[src/rtl/cq_desc_pkg.sv]
package cq_desc_pkg;

    localparam logic [3:0] RT_MEM_RD  = 4'b0000;
    localparam logic [3:0] RT_MEM_WR  = 4'b0001;
    localparam logic [3:0] RT_IO_RD   = 4'b0010;
    localparam logic [3:0] RT_IO_WR   = 4'b0011;
    localparam logic [3:0] RT_FADD    = 4'b0100;
    localparam logic [3:0] RT_SWAP    = 4'b0101;
    localparam logic [3:0] RT_CAS     = 4'b0110;
    localparam logic [3:0] RT_LOCK_RD = 4'b0111;
    localparam logic [3:0] RT_MSG     = 4'b1100;
    localparam logic [3:0] RT_MSG_VD  = 4'b1101;
    localparam logic [3:0] RT_MSG_ATS = 4'b1110;

    localparam int DESC_BITS = 127;
    localparam logic [10:0] MAX_DW = 11'd256;

    typedef enum logic [2:0] {
        CLS_MEM_RD = 3'd0,
        CLS_MEM_WR = 3'd1,
        CLS_IO     = 3'd2,
        CLS_ATOMIC = 3'd3,
        CLS_LOCKED = 3'd4,
        CLS_MSG    = 3'd5,
        CLS_OTHER  = 3'd6
    } req_class_e;

    typedef struct packed {
        logic [1:0]  addr_type;
        logic [63:0] addr;
        logic [10:0] dw_count;
        logic [3:0]  req_type;
        req_class_e  req_class;
        logic [15:0] rid;
        logic [7:0]  tag;
        logic [7:0]  target_fn;
        logic [2:0]  bar_id;
        logic [5:0]  aperture;
        logic [2:0]  tc;
        logic        no_snoop;
        logic        relaxed;
        logic        id_order;
        logic        non_posted;
        logic        zero_len;
        logic        io_len_err;
        logic        len_err;
    } cq_fields_t;

endpackage

[src/rtl/cq_beat_tracker.sv]
module cq_beat_tracker #(
    parameter int DESC_BEATS = 2
) (
    input  logic clk,
    input  logic rst_n,
    input  logic beat_acc,
    input  logic beat_last,
    output logic first_beat,
    output logic desc_end,
    output logic in_payload
);
    localparam int IDX_W = 2;
    localparam logic [IDX_W-1:0] LAST_DESC = IDX_W'(DESC_BEATS - 1);
    localparam logic [IDX_W-1:0] IDX_MAX   = {IDX_W{1'b1}};

    logic [IDX_W-1:0] idx_d, idx_q;

    always_comb begin
        idx_d = idx_q;
        if (beat_acc) begin
            if (beat_last) begin
                idx_d = '0;
            end else if (idx_q != IDX_MAX) begin
                idx_d = idx_q + 1'b1;
            end
        end
    end

    always_ff @(posedge clk) begin
        if (!rst_n) begin
            idx_q <= '0;
        end else begin
            idx_q <= idx_d;
        end
    end

    assign first_beat = (idx_q == '0);
    assign desc_end   = (idx_q == LAST_DESC);
    assign in_payload = (idx_q > LAST_DESC);

endmodule

[src/rtl/cq_field_decode.sv]
module cq_field_decode
    import cq_desc_pkg::*;
(
    input  logic [DESC_BITS-1:0] desc,
    input  logic [3:0]           first_be,
    output cq_fields_t           fld
);
    logic [3:0]  rt;
    logic [10:0] dw;
    logic [5:0]  ap;
    logic [63:0] keep_mask;

    always_comb begin
        rt        = desc[78:75];
        dw        = desc[74:64];
        ap        = desc[120:115];
        keep_mask = ~({64{1'b1}} << ap);

        fld.addr_type = desc[1:0];
        fld.addr      = {desc[63:2], 2'b00} & keep_mask;
        fld.dw_count  = dw;
        fld.req_type  = rt;
        fld.rid       = desc[95:80];
        fld.tag       = desc[103:96];
        fld.target_fn = desc[111:104];
        fld.bar_id    = desc[114:112];
        fld.aperture  = ap;
        fld.tc        = desc[123:121];
        fld.no_snoop  = desc[124];
        fld.relaxed   = desc[125];
        fld.id_order  = desc[126];

        unique case (rt)
            RT_MEM_RD:                     fld.req_class = CLS_MEM_RD;
            RT_MEM_WR:                     fld.req_class = CLS_MEM_WR;
            RT_IO_RD, RT_IO_WR:            fld.req_class = CLS_IO;
            RT_FADD, RT_SWAP, RT_CAS:      fld.req_class = CLS_ATOMIC;
            RT_LOCK_RD:                    fld.req_class = CLS_LOCKED;
            RT_MSG, RT_MSG_VD, RT_MSG_ATS: fld.req_class = CLS_MSG;
            default:                       fld.req_class = CLS_OTHER;
        endcase

        fld.non_posted = (rt == RT_MEM_RD) || (rt == RT_IO_RD) || (rt == RT_IO_WR)
                      || (rt == RT_FADD) || (rt == RT_SWAP) || (rt == RT_CAS)
                      || (rt == RT_LOCK_RD);
        fld.zero_len   = ((rt == RT_MEM_RD) || (rt == RT_MEM_WR))
                      && (dw == 11'd1) && (first_be == 4'b0000);
        fld.io_len_err = ((rt == RT_IO_RD) || (rt == RT_IO_WR)) && (dw != 11'd1);
        fld.len_err    = (dw > MAX_DW);
    end

endmodule

[src/rtl/cq_desc_parser.sv]
module cq_desc_parser
    import cq_desc_pkg::*;
#(
    parameter int DATA_W = 64
) (
    input  logic              clk,
    input  logic              rst_n,
    input  logic [DATA_W-1:0] s_data,
    input  logic [3:0]        s_first_be,
    input  logic              s_valid,
    input  logic              s_last,
    output logic              s_ready,
    output logic [DATA_W-1:0] m_data,
    output logic              m_valid,
    output logic              m_last,
    output logic              m_payload,
    input  logic              m_ready,
    output logic              d_valid,
    output logic [1:0]        d_addr_type,
    output logic [63:0]       d_addr,
    output logic [10:0]       d_dw_count,
    output logic [3:0]        d_req_type,
    output logic [2:0]        d_req_class,
    output logic [15:0]       d_requester_id,
    output logic [7:0]        d_tag,
    output logic [7:0]        d_target_fn,
    output logic [2:0]        d_bar_id,
    output logic [5:0]        d_bar_aperture,
    output logic [2:0]        d_tc,
    output logic              d_no_snoop,
    output logic              d_relaxed,
    output logic              d_id_order,
    output logic              d_non_posted,
    output logic              d_zero_len,
    output logic              d_io_len_err,
    output logic              d_len_err
);
    localparam int DESC_BEATS = (DATA_W == 64) ? 2 : 1;
    localparam int HALF_W     = 64;

    typedef struct packed {
        logic [DATA_W-1:0] data;
        logic              valid;
        logic              last;
        logic              payload;
        logic              dval;
        cq_fields_t        f;
    } st_t;

    st_t st_d, st_q;

    logic                 acc;
    logic                 first_beat;
    logic                 desc_end;
    logic                 in_payload;
    logic [DESC_BITS-1:0] desc_full;
    logic [3:0]           desc_be;
    cq_fields_t           dec;

    assign s_ready = !st_q.valid || m_ready;
    assign acc     = s_valid && s_ready;

    cq_beat_tracker #(
        .DESC_BEATS(DESC_BEATS)
    ) trk_i (
        .clk       (clk),
        .rst_n     (rst_n),
        .beat_acc  (acc),
        .beat_last (s_last),
        .first_beat(first_beat),
        .desc_end  (desc_end),
        .in_payload(in_payload)
    );

    generate
        if (DESC_BEATS == 2) begin : g_two_beat
            logic [HALF_W-1:0] lo_d, lo_q;
            logic [3:0]        be_d, be_q;

            always_comb begin
                lo_d = lo_q;
                be_d = be_q;
                if (acc && first_beat) begin
                    lo_d = s_data[HALF_W-1:0];
                    be_d = s_first_be;
                end
            end

            always_ff @(posedge clk) begin
                if (!rst_n) begin
                    lo_q <= '0;
                    be_q <= '0;
                end else begin
                    lo_q <= lo_d;
                    be_q <= be_d;
                end
            end

            assign desc_full = {s_data[DESC_BITS-HALF_W-1:0], lo_q};
            assign desc_be   = be_q;
        end else begin : g_one_beat
            assign desc_full = s_data[DESC_BITS-1:0];
            assign desc_be   = s_first_be;
        end
    endgenerate

    cq_field_decode dec_i (
        .desc    (desc_full),
        .first_be(desc_be),
        .fld     (dec)
    );

    always_comb begin
        st_d       = st_q;
        st_d.valid = st_q.valid && !m_ready;
        st_d.dval  = 1'b0;
        if (acc) begin
            st_d.valid   = 1'b1;
            st_d.data    = s_data;
            st_d.last    = s_last;
            st_d.payload = in_payload;
            if (desc_end) begin
                st_d.dval = 1'b1;
                st_d.f    = dec;
            end
        end
    end

    always_ff @(posedge clk) begin
        if (!rst_n) begin
            st_q <= '0;
        end else begin
            st_q <= st_d;
        end
    end

    assign m_data         = st_q.data;
    assign m_valid        = st_q.valid;
    assign m_last         = st_q.last;
    assign m_payload      = st_q.payload;
    assign d_valid        = st_q.dval;
    assign d_addr_type    = st_q.f.addr_type;
    assign d_addr         = st_q.f.addr;
    assign d_dw_count     = st_q.f.dw_count;
    assign d_req_type     = st_q.f.req_type;
    assign d_req_class    = st_q.f.req_class;
    assign d_requester_id = st_q.f.rid;
    assign d_tag          = st_q.f.tag;
    assign d_target_fn    = st_q.f.target_fn;
    assign d_bar_id       = st_q.f.bar_id;
    assign d_bar_aperture = st_q.f.aperture;
    assign d_tc           = st_q.f.tc;
    assign d_no_snoop     = st_q.f.no_snoop;
    assign d_relaxed      = st_q.f.relaxed;
    assign d_id_order     = st_q.f.id_order;
    assign d_non_posted   = st_q.f.non_posted;
    assign d_zero_len     = st_q.f.zero_len;
    assign d_io_len_err   = st_q.f.io_len_err;
    assign d_len_err      = st_q.f.len_err;

endmodule

[config.mk]
export PLATFORM = sky130hd
export DESIGN_NAME = cq_desc_parser
export DESIGN_NICKNAME = d
export VERILOG_FILES = /design/src/rtl/cq_desc_pkg.sv /design/src/rtl/cq_beat_tracker.sv /design/src/rtl/cq_field_decode.sv /design/src/rtl/cq_desc_parser.sv
export SDC_FILE = /design/constraint.sdc
export NUM_CORES = 1
export LEC_CHECK = 0
export ABC_CLOCK_PERIOD_IN_PS = 1600
export BUFFER_PORTS_ARGS = -buffer_cell sky130_fd_sc_hd__buf_2
export CAP_MARGIN = 30
export CORE_MARGIN = 5
export CORE_UTILIZATION = 47
export DETAILED_ROUTE_END_ITERATION = 8
export GPL_TIMING_DRIVEN = 0
export HOLD_SLACK_MARGIN = 0.15
export PLACE_DENSITY = 0.74
export SLEW_MARGIN = 10
export SYNTH_ARGS = -nofsm -noshare
export SYNTH_HDL_FRONTEND = slang
export SYNTH_SLANG_ARGS = --single-unit
[constraint.sdc]
create_clock -name clk -period 1.6 [get_ports clk]
set_input_delay 0.08 -clock clk [delete_from_list [all_inputs] [get_ports clk]]
set_output_delay 0.08 -clock clk [all_outputs]
set_load 0.03 [all_outputs]
[Word-level counts from Yosys, hierarchy flattened]
Memories as Yosys holds them, arrays and structs flattened.
Index checks and enable logic that the tools add are counted.
Storage, ports and cells
  register bits after elaboration: 273
  memory bits (read-only): 48
  output and inout bits: 204
  logic and storage cells: 72
  memories kept: 1
Memories
  (no name shown): depth 16, bits a word 3, read ports 1, clocked after memory_dff 0, wr ports 0, line cq_field_decode.sv:33  | unique case (rt)
Cells by class
  add/sub/neg operators: 1
  $lt $le $gt $ge: 2
  equal/unequal tests: 11
  shift-type cells: 1
  muxes and demuxes: 4
  bitwise operators: 2
  reduce and logical (&&, ||, !) cells: 24
Operators by type and width (count)
  $mux W139: 1
  $mux W136: 1
  $and A64 B64 Y64: 1
  $not A64 Y64: 1
  $shl A64 B6 Y64 const A: 1
  $eq A4 B3 Y1 const B: 4
  $eq A11 B1 Y1 const B: 1
  $gt A11 B9 Y1 const B: 1
  $ne A11 B1 Y1 const B: 1
  $logic_or A1 B1 Y1: 9
  $eq A4 B2 Y1 const B: 2
  $logic_not A4 Y1: 2
  $logic_and A1 B1 Y1: 6
  $reduce_and A2 Y1: 3
  $eq A4 B1 Y1 const B: 1
  $mux W2: 2
  $add A2 B1 Y2 const B: 1
  $eq A2 B1 Y1 const B: 1
  $gt A2 B1 Y1 const B: 1
  $logic_not A1 Y1: 2
  $logic_not A2 Y1: 1
  $ne A2 B2 Y1 const B: 1
  $reduce_bool A2 Y1: 1

[Longest topological paths before layout]
  word-level depth: 9
  depth in mapped cells: 9

[Cells and area by module]
A second synthesis with hierarchy kept.
Second synthesis, totals
  cells, all modules: 1339
  area total of the unflattened synthesis: 11895.2 um^2
By module, submodules not included
  cq_desc_parser: times used 1, cells each 1106, area each 10368.7 um^2, seq. area each 5425.2 um^2
  cq_field_decode: times used 1, cells each 215, area each 1391.3 um^2, seq. area each 0.0 um^2
  cq_beat_tracker: times used 1, cells each 18, area each 135.1 um^2, seq. area each 40.0 um^2

[Worst setup path after synthesis]
OpenSTA, ideal clock, no wires.
  kind: register to register
  start point: register st_q, in the netlist m_valid
  end point: register st_q, in the netlist d_addr[53]
  library setup time: 0.117 ns
  data arrival time: 1.554 ns
  data required time: 1.483 ns
  setup slack: -0.071 ns
  stages on the path, launching flop included: 9
  path buffers: 3
  clock period less this slack: 1.671 ns
  cell sequence: dfxtp_1 nor2b_1 buf_4 inv_4 nand2_4 and2_1 clkbuf_1 buf_2 a32o_1
On the way
  longest elaborated chain between the ends: 4
RTL lines
  start: declaration: line cq_desc_parser.sv:50  | st_t st_d, st_q;
  start signal: assignment: line cq_desc_parser.sv:133  | st_q <= st_d;
  $logic_not A1 Y1: line cq_desc_parser.sv:60  | assign s_ready = !st_q.valid || m_ready;
  $logic_or A1 B1 Y1: line cq_desc_parser.sv:60
  via s_ready: line cq_desc_parser.sv:12  | output logic s_ready,
  $logic_and A1 B1 Y1: line cq_desc_parser.sv:61  | assign acc = s_valid && s_ready;
  $reduce_and A2 Y1 (no source line)
The timed path passes the listed nets, and every way through them passes these cells.
A chain may end at the register's enable or synchronous reset.

[Final worst setup path]
  start point: register trk_i.idx_q[1]
  end point: register st_q, in the netlist d_addr[56]
On the way
  longest elaborated chain between the ends: 2
RTL lines
  start: declaration: line cq_beat_tracker.sv:16  | logic [IDX_W-1:0] idx_d, idx_q;
  start signal: assignment: line cq_beat_tracker.sv:33  | idx_q <= idx_d;
  $eq A2 B1 Y1: line cq_beat_tracker.sv:38  | assign desc_end = (idx_q == LAST_DESC);
  via desc_end: line cq_desc_parser.sv:54  | logic desc_end;
  $reduce_and A2 Y1 (no source line)
The timed path passes the listed nets, and every way through them passes these cells.

==> results.md <==
- Run status: finished, violations left
- Failing checks: setup timing
- WL final: ~37,000 um
- Total grt overflow: 0
- CTS Buffer Depth: 3
- DP Area: 12,180 sq um
- Power Dens Cells: around 1100 nW/um^2
- DP Worst Slack: -0.4687 ns
- Met1 usage: 35.33%
- TritonCTS Buffers: 29
- Initial antenna violation count: 4
- Post-synthesis async set-or-reset flop share: 0%
- Vias per cell: 5.395
- Met3 usage: about 6.3%
- Share of layout cells above drive strength 1: between 20% and 30%
- Final #Nets: ~1.7k
- Max IR drop VDD: about 0.77 mV
- Max Cap Viol: 0
- Hold crit path type: in2reg
- Setup TNS: -0.02113 ns
- Synth-to-Final Area Change: 37.24%
- Synth unique cells: 53
- Worst slew pin tran: ~0.67 ns
- HP Start: s_data[53]
- TritonCTS clock tree: yes
- WL/cell: between 15 and 20 um
- Lkg Pwr: just over 0.006 uW
- Final Hold Fails: 0
- Number of global-route vias before repair: between 10k and 15k
- Crit Path Category: reg2reg
- Dominant synthesized flop cell: dfxtp_1
- Placer Congestion: 0.9428
- H-tree levels: 1
- Worst setup EP type: register
- Initial DRC count: between 800 and 900
- Clock latency on the worst-skew pair: 0.53 ns
- Max Transition Viols Final: 0
- DR vias: 10.31k
- Final instance area: about 14,000 sq um
- Mapped Area: roughly 10,000 sq um
- CTS root buffer: clkbuf_16
- Fin crit share: 101.3%
- Ys Warns: 0
- Largest area contributor in the netlist: dfxtp_1
- Io pins: 277
- Clock Skew: between 0.01 and 0.015 ns
- Largest net degree at the start of global routing: 14
- Worst Setup SP: trk_i.idx_q[1]$_SDFFE_PN0P_
- Number of synthesized flops with an enable pin: 0
- Crit path max fanout: 4
- Clk sinks: between 200 and 300
- Tot GR Track Use: a little over a quarter
- Detailed placer's ending HPWL: approximately 26,000 um
- Startpoint types: register
- Core area: approximately 22,000 sq um
- Setup slack, reg-to-reg: -0.02 ns
- Number of core rows: 54
- Commonest cells after routing, fill and taps aside: nand2_1 (424), buf_2 (282), dfxtp_1 (266), a21boi_0 (179), dlygate4sd3_1 (73)
- Synth Instances: around 1.2k
- Avg Cell Area, Syn: approximately 8.6 sq um
- Fmax: approximately 600 MHz
- CTS clk-pin slew, worst paths: approximately 0.06 ns
- Setup violators final: 1
- RSZ-0062 raised after global routing: yes
- Top-area cell type share of the netlist area: between 50 and 60%
- Post-synthesis sequential area ratio: between 50% and 60%
- Port bufs: 268
- M2 GR Usage: a little under half
- Die Ht: between 150 and 200 um
- Fin util: about two thirds
- Fin Hold WS: slightly below 0.2 ns
- Initial Util: a little under half
- Fin crit period: approximately 1.6 ns
- Crit path DAT: roughly 2.0 ns
- First-pass GRT wire length: ~56,000 um
- Rel. slew slack: a little under three fifths
- Overall die width: roughly 160 um
- Reg2reg start: trk_i.idx_q[1]$_SDFFE_PN0P_
- Residual DRC: 0
- #FFs+latches synth: about 270
- Commonest non-fill, non-tap cell in the layout: nand2_1
- Ranking of synthesized cells by area: dfxtp_1 (51%), nand2_1 (15%), a21boi_0 (15%)
- Detailed Routing Iterations Pass 1: 5
- Final WS setup: -0.02113 ns
- Die area: 25,380 sq um
- Busiest grt layer: met2
- Req. time, crit path: around 2.0 ns
- Post-route ant nets: 0
[path summary, 6_finish.rpt]
check	end	cells past startpoint
max reg2reg	d_addr[56]$_SDFFE_PN0P_	7
min	d_addr[11]$_SDFFE_PN0P_	4
max	d_addr[56]$_SDFFE_PN0P_	7
min reg2reg	m_data[54]$_SDFFE_PN0P_	2
[area by class of cell]
cell class | count | area, sq um
antenna | 2 | 5.005
clock buffer | 45 | 865.8
sequential | 269 | 5391
inverter | 6 | 38.79
clock inverter | 5 | 77.57
timing repair inverter | 1 | 11.26
timing repair buffer | 356 | 2232
buffer | 101 | 734.5
multi-input combinational | 845 | 4674
fill | 1829 | 7510
tap | 280 | 350.3
[power by group]
part           internal [uW]  switching (uW)  total (uW)
registers               6960             145        7110
clock network           4000            2610        6610
logic                    760            1280        2040
[routing by layer]
metal	part of all wire (%)	up-vias	wire (um)
met5	0.040	-	15
met4	3.8	4	1399
met3	9.2	85	3448
met2	46	467	17330
met1	40	4881	15090
li1	-	4868	-
[cell families after synthesis]
logic type               share of synthesized area, %
AO/OA/AOI/OAI                                   22.32
XOR/XNOR                                      0.08360
adder cells (fa/ha/maj)                        0.3582
AND/OR/NAND/NOR                                 20.74
buffers and inverters                           5.075
flip-flops                                      51.39
other                                         0.03579
[synth_stat cells, drive strengths merged, types with 2 or more instances]
cell type,number
a32oi,4
nor2b,6
and3,3
or4,2
o2bb2ai,4
o21ai,22
nand4b,4
nand2b,3
buf,58
ha,3
dfxtp,269
a32o,16
and2,7
nor3,4
a21oi,9
a21boi,222
clkbuf,46
o211ai,6
a31oi,4
or2,4
inv,6
a22o,3
nand2,429
nand4,9
or3,5
nand3,31
o21a,8
a21o,9
nor2,11
[metrics by stage]
stage	std cells	power (uW)
after floorplan	1223	8289
after global placement	1771	8930
after detailed placement	1771	8959
after CTS	1902	15690
after global routing	1910	16280
final	1910	15760
[repair_timing]
item	4_1_cts	5_1_grt
cloned	0	2
pin swaps	5	10
hold endpoints to repair	206	3
hold buffers	72	1
setup buffers	10	5
setup endpoints to repair	253	248
resized for setup	82	78
[flip-flops by register name, indices dropped and copies added (netlist names), 2 cells and up]
signal,count
d_addr,61
d_addr_type,2
d_bar_aperture,6
d_bar_id,3
d_dw_count,11
d_req_class,3
d_req_type,4
d_requester_id,16
d_tag,8
d_target_fn,8
d_tc,3
desc_be,4
g_two_beat.lo_q,63
m_data,64
trk_i.idx_q,2
[critical path, cell delays in order (launching register included)]
cell,delay (ns)
dfxtp_2,0.36
inv_2,0.07
ha_4,0.17
and2_4,0.21
buf_4,0.15
and4_1,0.22
a32oi_1,0.24
nor2b_1,0.09
Note: power is estimated with default switching activity, not from simulation.
